`src/rtl/mvs_pkg.sv`:
```
package mvs_pkg;

  // Strobes issued by the control FSM to the datapath
  typedef struct packed {
    logic clear;    // start of run: pointer, index and counts reset
    logic latchLo;  // accept low byte, post-increment pointer
    logic latchHi;  // accept high byte, post-increment pointer
    logic advWord;  // word matched: advance word index and count
    logic loadId;   // jump pointer to ID base, switch region
    logic setPass;  // end of run, all words matched
    logic setFail;  // end of run, mismatch found
  } strobe_t;

  typedef enum logic [2:0] {
    S_IDLE,
    S_REGION,
    S_RDLO,
    S_RDHI,
    S_CMP
  } state_t;

endpackage

```
`src/rtl/mvs_ctrl.sv`:
```
module mvs_ctrl
  import mvs_pkg::*;
(
  input  logic    clk,
  input  logic    rstN,
  input  logic    start,
  input  logic    rdAck,
  input  logic    regionEmpty,
  input  logic    inId,
  input  logic    lastWord,
  input  logic    wordMatch,
  output strobe_t strb,
  output logic    rdReq,
  output logic    busy
);

  state_t state, stateNxt;

  always_ff @(posedge clk or negedge rstN) begin
    if (!rstN) state <= S_IDLE;
    else       state <= stateNxt;
  end

  always_comb begin
    strb     = '0;
    stateNxt = state;
    unique case (state)
      S_IDLE: begin
        if (start) begin
          strb.clear = 1'b1;
          stateNxt   = S_REGION;
        end
      end
      S_REGION: begin
        if (!regionEmpty) begin
          stateNxt = S_RDLO;
        end else if (inId) begin
          strb.setPass = 1'b1;
          stateNxt     = S_IDLE;
        end else begin
          strb.loadId = 1'b1;   // stay: re-evaluate the ID region next cycle
        end
      end
      S_RDLO: begin
        if (rdAck) begin
          strb.latchLo = 1'b1;
          stateNxt     = S_RDHI;
        end
      end
      S_RDHI: begin
        if (rdAck) begin
          strb.latchHi = 1'b1;
          stateNxt     = S_CMP;
        end
      end
      S_CMP: begin
        if (!wordMatch) begin
          strb.setFail = 1'b1;
          stateNxt     = S_IDLE;
        end else begin
          strb.advWord = 1'b1;
          if (!lastWord) begin
            stateNxt = S_RDLO;
          end else if (inId) begin
            strb.setPass = 1'b1;
            stateNxt     = S_IDLE;
          end else begin
            strb.loadId = 1'b1;
            stateNxt    = S_REGION;
          end
        end
      end
      default: stateNxt = S_IDLE;
    endcase
  end

  assign rdReq = (state == S_RDLO) || (state == S_RDHI);
  assign busy  = (state != S_IDLE);

endmodule

```
`src/rtl/mvs_datapath.sv`:
```
module mvs_datapath
  import mvs_pkg::*;
#(
  parameter int PTR_W     = 22,
  parameter int CODE_LOG2 = 13,
  parameter int CNT_W     = 16,
  parameter logic [PTR_W-1:0] ID_BASE = 22'h200000
)(
  input  logic             clk,
  input  logic             rstN,
  input  strobe_t          strb,
  input  logic [CNT_W-1:0] codeWords,
  input  logic [CNT_W-1:0] idWords,
  input  logic [7:0]       rdData,
  input  logic [15:0]      expWord,
  output logic [PTR_W-1:0] rdAddr,
  output logic [CNT_W:0]   bufIdx,
  output logic             regionEmpty,
  output logic             inId,
  output logic             lastWord,
  output logic             wordMatch,
  output logic             done,
  output logic             pass,
  output logic             fail,
  output logic [PTR_W-1:0] failAddr
);

  localparam int HI_W = PTR_W - CODE_LOG2;

  logic [PTR_W-1:0] ptr, ptrInc, loAddr;
  logic [CNT_W:0]   idx;
  logic [CNT_W-1:0] wordCnt, codeN, idN, regionN;
  logic [7:0]       loByte, hiByte;

  // Post-increment: wraps inside the code space, linear in the ID region
  always_comb begin
    if (inId) ptrInc = ptr + 1'b1;
    else      ptrInc = {ptr[PTR_W-1 -: HI_W], ptr[CODE_LOG2-1:0] + 1'b1};
  end

  assign regionN     = inId ? idN : codeN;
  assign regionEmpty = (regionN == '0);
  assign lastWord    = (CNT_W'(wordCnt + 1'b1) == regionN);
  assign wordMatch   = ({hiByte, loByte} == expWord);
  assign rdAddr      = ptr;
  assign bufIdx      = idx;

  always_ff @(posedge clk or negedge rstN) begin
    if (!rstN) begin
      ptr      <= '0;
      loAddr   <= '0;
      idx      <= '0;
      wordCnt  <= '0;
      codeN    <= '0;
      idN      <= '0;
      inId     <= 1'b0;
      loByte   <= '0;
      hiByte   <= '0;
      done     <= 1'b0;
      pass     <= 1'b0;
      fail     <= 1'b0;
      failAddr <= '0;
    end else begin
      done <= strb.setPass | strb.setFail;
      pass <= strb.setPass;
      fail <= strb.setFail;
      if (strb.clear) begin
        ptr     <= '0;
        idx     <= '0;
        wordCnt <= '0;
        inId    <= 1'b0;
        codeN   <= codeWords;
        idN     <= idWords;
      end
      if (strb.latchLo) begin
        loByte <= rdData;
        loAddr <= ptr;
        ptr    <= ptrInc;
      end
      if (strb.latchHi) begin
        hiByte <= rdData;
        ptr    <= ptrInc;
      end
      if (strb.advWord) begin
        idx     <= idx + 1'b1;
        wordCnt <= wordCnt + 1'b1;
      end
      if (strb.loadId) begin
        ptr     <= ID_BASE;
        inId    <= 1'b1;
        wordCnt <= '0;
      end
      if (strb.setFail) failAddr <= loAddr;
    end
  end

endmodule

```
`src/rtl/memVerifySeq.sv`:
```
module memVerifySeq
  import mvs_pkg::*;
#(
  parameter int PTR_W     = 22,
  parameter int CODE_LOG2 = 13,
  parameter int CNT_W     = 16,
  parameter logic [PTR_W-1:0] ID_BASE = 22'h200000
)(
  input  logic             clk,
  input  logic             rstN,
  input  logic             start,
  input  logic [CNT_W-1:0] codeWords,
  input  logic [CNT_W-1:0] idWords,
  output logic             rdReq,
  output logic [PTR_W-1:0] rdAddr,
  input  logic             rdAck,
  input  logic [7:0]       rdData,
  output logic [CNT_W:0]   bufIdx,
  input  logic [15:0]      expWord,
  output logic             busy,
  output logic             done,
  output logic             pass,
  output logic             fail,
  output logic [PTR_W-1:0] failAddr
);

  strobe_t strb;
  logic regionEmpty, inId, lastWord, wordMatch;

  mvs_ctrl u_ctrl (
    .clk(clk), .rstN(rstN), .start(start), .rdAck(rdAck),
    .regionEmpty(regionEmpty), .inId(inId), .lastWord(lastWord),
    .wordMatch(wordMatch), .strb(strb), .rdReq(rdReq), .busy(busy)
  );

  mvs_datapath #(
    .PTR_W(PTR_W), .CODE_LOG2(CODE_LOG2), .CNT_W(CNT_W), .ID_BASE(ID_BASE)
  ) u_dp (
    .clk(clk), .rstN(rstN), .strb(strb), .codeWords(codeWords),
    .idWords(idWords), .rdData(rdData), .expWord(expWord),
    .rdAddr(rdAddr), .bufIdx(bufIdx), .regionEmpty(regionEmpty),
    .inId(inId), .lastWord(lastWord), .wordMatch(wordMatch),
    .done(done), .pass(pass), .fail(fail), .failAddr(failAddr)
  );

endmodule

```
`config.mk`:
```
export PLATFORM = sky130hd
export DESIGN_NAME = memVerifySeq
export DESIGN_NICKNAME = d
export VERILOG_FILES = /design/src/rtl/mvs_pkg.sv /design/src/rtl/mvs_ctrl.sv /design/src/rtl/mvs_datapath.sv /design/src/rtl/memVerifySeq.sv
export SDC_FILE = /design/constraint.sdc
export NUM_CORES = 1
export LEC_CHECK = 0
export BUFFER_PORTS_ARGS = -buffer_cell sky130_fd_sc_hd__buf_2
export CORE_ASPECT_RATIO = 0.75
export CORE_UTILIZATION = 35
export CTS_CLUSTER_SIZE = 28
export DETAILED_ROUTE_END_ITERATION = 16
export SLEW_MARGIN = 20
export SYNTH_ARGS = -nofsm -noshare
export SYNTH_HDL_FRONTEND = slang
export SYNTH_HIERARCHICAL = 1
export SYNTH_SLANG_ARGS = --single-unit
```
`constraint.sdc`:
```
create_clock -name clk -period 6.18 [get_ports clk]
set_clock_uncertainty 0.15 [all_clocks]
set_input_delay 1.236 -clock clk [delete_from_list [all_inputs] [get_ports clk]]
set_output_delay 1.236 -clock clk [all_outputs]
set_load 0.02 [all_outputs]
```
==> run_results.csv <==
group,metric,value,unit
power_and_ir_drop,sw_frac_of_total,0.329,
detailed_routing,ant_nets,0,
power_and_ir_drop,sequentialPowerShare,0.419,
final_layout,fin_nets,863,
setup_path,critPathTopFamily,"simple AND/OR/NAND/NOR gates",
placed_design,place_area,8460,um2
final_layout,drive_gt1_frac,0.342,
setup_path,slowest_delay,0.55,ns
placed_design,dp_hpwl,12.5,mm
final_layout,nFillCells,2045,
min_path,holdCritPathClass,"flop to flop",
setup_path,path_buf_inv,2,
setup_path,critPathMaxFanout,17,
die,io_pins,126,
detailed_routing,dr_wl_met2,7.35,mm
synth,ys_ff_latch,154,
setup_path,crit_type,"flop to flop",
placed_design,dp.cells,1068,
clock_network,cts_root_buf,"clkbuf_16",
timing,finalCriticalPeriod,4.42,ns
setup_path,cp-start-kind,"flop",
die,num_rows,46,
power_and_ir_drop,peakVddDrop,0.185,mV
synth,synth_edf_count,0,
final_layout,finalNonFillerCells,1100,
timing,worst-slew-pin-transition,0.996,ns
detailed_routing,dr.max_layer_used,"met4",
final_layout,area_growth_syn_to_layout,20.5,%
timing,drv_slew,0,
clock_network,cts_sinks,154,
timing,setup_viol_count_final,0,
setup_path,crit_path_top_delay_cell,"dfrtp_1",
detailed_routing,vias,5611,
power_and_ir_drop,p_comb_frac,0.267,
timing,period_share,0.715,
setup_path,required,6.33,ns
detailed_routing,drt_iter0_markers,480,
power_and_ir_drop,leakagePower,0.00416,uW
synth,synth_nets,739,
synth,synthTopCellsByArea,"dfrtp_1, mux2_2, xnor2_1",
global_route,grt_usage,0.170,
detailed_routing,drt-met1-wl,9.35,mm
power_and_ir_drop,clockPowerShare,0.314,
clock_network,path_clk_slew,0.07,ns
clock_network,post_cts_resized,0,
timing,hold_viol,0,
die,start_util,0.357,
clock_network,htreeDepth,4,
timing,rsz0062_at_grt,"no",
detailed_routing,wl_per_cell,16.4,um
outcome,run_status,"completed",
synth,async_flop_share,1.00,
clock_network,clk_latency,0.42,ns
global_route,grt_pass1_vias,5089,
final_layout,stdcell_area,9050,um2
timing,relSlewSlack,0.333,
placed_design,place.gp.congestion,0.816,
timing,setup_tns,0,ns
die,core-area,21100,um2
final_layout,antenna_cells,0,
detailed_routing,vias_per_cell,5.10,
clock_network,post_cts_buffers,0,
detailed_routing,drc,0,
setup_path,arrival,4.57,ns
job,max-cap-violations,0,
power_and_ir_drop,power.switching,1120,uW
clock_network,cts_tree,"yes",
clock_network,cts-hold-fix-buffers,0,
synth,yosysUniqueCellTypes,60,
timing,max_clock_freq,226,MHz
global_route,gr-total-overflow,0,
setup_path,cp-end-kind,"flop",
detailed_routing,drt-total-wl,18.0,mm
synth,netlist_instances,675,
synth,yosysWarnings,6,
detailed_routing,drt_first_pass_iters,6,
global_route,grt_max_degree,102,
power_and_ir_drop,power.internal,2280,uW
synth,ys_seq_area_frac,0.513,
clock_network,cts_buffer_depth,2,
die,die_area,22100,um2
global_route,grt_antenna_before_repair,0,
synth,synth_top_area_share,0.513,
setup_path,cp_cell_sequence,"buf_4, mux2i_1, nand3_1, o311ai_1, o21ai_0, o21ai_0, o2111a_1, nand4b_1, a21oi_1, nor2b_1, nor2_1, nor2_1, inv_1, o311ai_1, o41ai_1",
global_route,grt_pass1_wl,28.8,mm
die,die_w,171,um
detailed_routing,route.met3.wl,1.15,mm
placed_design,io_buffers,125,
synth,yosysTopAreaCell,"dfrtp_1",
synth,avgSynthCellArea,11.1,um2
synth,synth_ff_type,"dfrtp_1",
clock_network,numCtsBuffers,17,
synth,synth_area,7510,um2
power_and_ir_drop,p_per_area,375,nW/um2
die,die-height,129,um
[synth_stat cells (10+ instances only)]
| master | count |
|---|---|
| dfrtp_1 | 154 |
| nor2_1 | 41 |
| mux2_2 | 93 |
| a21oi_1 | 13 |
| nand2_1 | 57 |
| nand3_1 | 22 |
| nand4_1 | 15 |
| inv_1 | 10 |
| xnor2_1 | 38 |
| mux2i_1 | 16 |
| xor2_1 | 12 |
| and3_1 | 14 |
| o21ai_0 | 62 |
| nor4_1 | 13 |
| clkbuf_1 | 17 |
[per-stage QoR]
step / total power [uW] / util / hold WS (ns) / worst slack (ns)
4_1_cts: 3420 / 0.430 / 0.351 / 1.76
6_report: 3390 / 0.430 / 0.348 / 1.76
3_3_place_gp: 2320 / 0.401 / 0.318 / 1.76
3_5_place_dp: 2340 / 0.401 / 0.340 / 1.60
5_1_grt: 3580 / 0.430 / 0.372 / 1.27
2_1_floorplan: 2050 / - / 0.300 / 2.65
[cells in the final DEF (no fill, tap or decap), types with 4 or more instances in the layout]
| cell | n |
|---|---|
| mux2i_1 | 16 |
| nor4_1 | 13 |
| mux2_2 | 93 |
| and3_1 | 14 |
| o21ai_0 | 62 |
| inv_1 | 10 |
| o211ai_1 | 5 |
| clkbuf_16 | 17 |
| nand2_1 | 57 |
| a31oi_1 | 9 |
| dfrtp_1 | 154 |
| inv_6 | 5 |
| a21oi_1 | 13 |
| nand3_1 | 22 |
| xnor2_1 | 38 |
| nor2_1 | 40 |
| buf_2 | 124 |
| ha_1 | 4 |
| nor3_1 | 7 |
| xor2_1 | 12 |
| a22o_1 | 4 |
| nand4_1 | 15 |
| o31ai_1 | 6 |
| buf_4 | 8 |
[area by class of cell]
class | count | area (um2) | area share
Sequential cell | 154 | 3850 | 0.426
Multi-Input combinational cell | 483 | 3510 | 0.388
Timing Repair Buffer | 133 | 692 | 0.0764
Clock buffer | 18 | 439 | 0.0485
Tap cell | 288 | 360 | 0.0398
Clock inverter | 14 | 159 | 0.0176
Inverter | 10 | 37.5 | 0.00415
[power by group through the flow]
stage / Clock, uW / Sequential [uW] / Combinational [uW]
finish: 1070 / 1420 / 905
global placement: 0 / 1440 / 888
floorplan: 0 / 1390 / 669
CTS: 1090 / 1420 / 909
detailed placement: 0 / 1440 / 906
global route: 1140 / 1460 / 989
[per-layer routing]
layer  global-route usage  up-vias
met5                    0        -
met4               0.0520        0
met3               0.0455       14
met2                0.231      164
met1                0.259     2741
li1                     -     2692
[registers in the layout (all words and copies together), names as in the netlist, 3 cells and up]
name,count
u_dp/codeN,16
u_dp/bufIdx,17
u_ctrl/state,3
u_dp/loByte,8
u_dp/rdAddr,22
u_dp/failAddr,22
u_dp/idN,16
u_dp/loAddr,22
u_dp/wordCnt,16
u_dp/hiByte,8
[logic make-up (layout without fill, tap and decap cells)]
| family | Yosys count | count (layout) | synth area share |
|---|---|---|---|
| simple gates | 202 | 202 | 0.146 |
| compound gates | 118 | 118 | 0.0934 |
| flops | 154 | 154 | 0.513 |
| mux | 109 | 109 | 0.161 |
| fa+ha+maj | 4 | 4 | 0.00666 |
| buf+inv | 38 | 175 | 0.0221 |
| xor+xnor | 50 | 50 | 0.0583 |
[worst register-to-register path: cells and delay by family, from the launching register on]
family	cells	cell delay (ns)
AND/OR/NAND/NOR	5	1.47
AO/OA/AOI/OAI	7	1.16
flip-flops	1	0.55
multiplexers	1	0.53
buffers and inverters	2	0.44
[path summary, 6_finish.rpt]
path / from / end / slack, ns / depth (start not counted)
setup / recovery: u_dp/inId$_DFFE_PN0P_ / u_dp/rdAddr[17]$_DFFE_PN0P_ / 1.76 / 15
hold / removal: u_dp/wordCnt[13]$_DFFE_PN0P_ / u_dp/wordCnt[13]$_DFFE_PN0P_ / 0.35 / 1
setup reg to reg: u_dp/inId$_DFFE_PN0P_ / u_dp/rdAddr[17]$_DFFE_PN0P_ / 1.76 / 15
hold reg to reg: u_dp/wordCnt[13]$_DFFE_PN0P_ / u_dp/wordCnt[13]$_DFFE_PN0P_ / 0.35 / 1
max in group asynchronous: rstN / u_dp/rdAddr[21]$_DFFE_PN0P_ / 3.84 / 2
min in group asynchronous: rstN / u_dp/bufIdx[8]$_DFFE_PN0P_ / 0.75 / 1
Note: power is estimated with default switching activity, not from simulation.
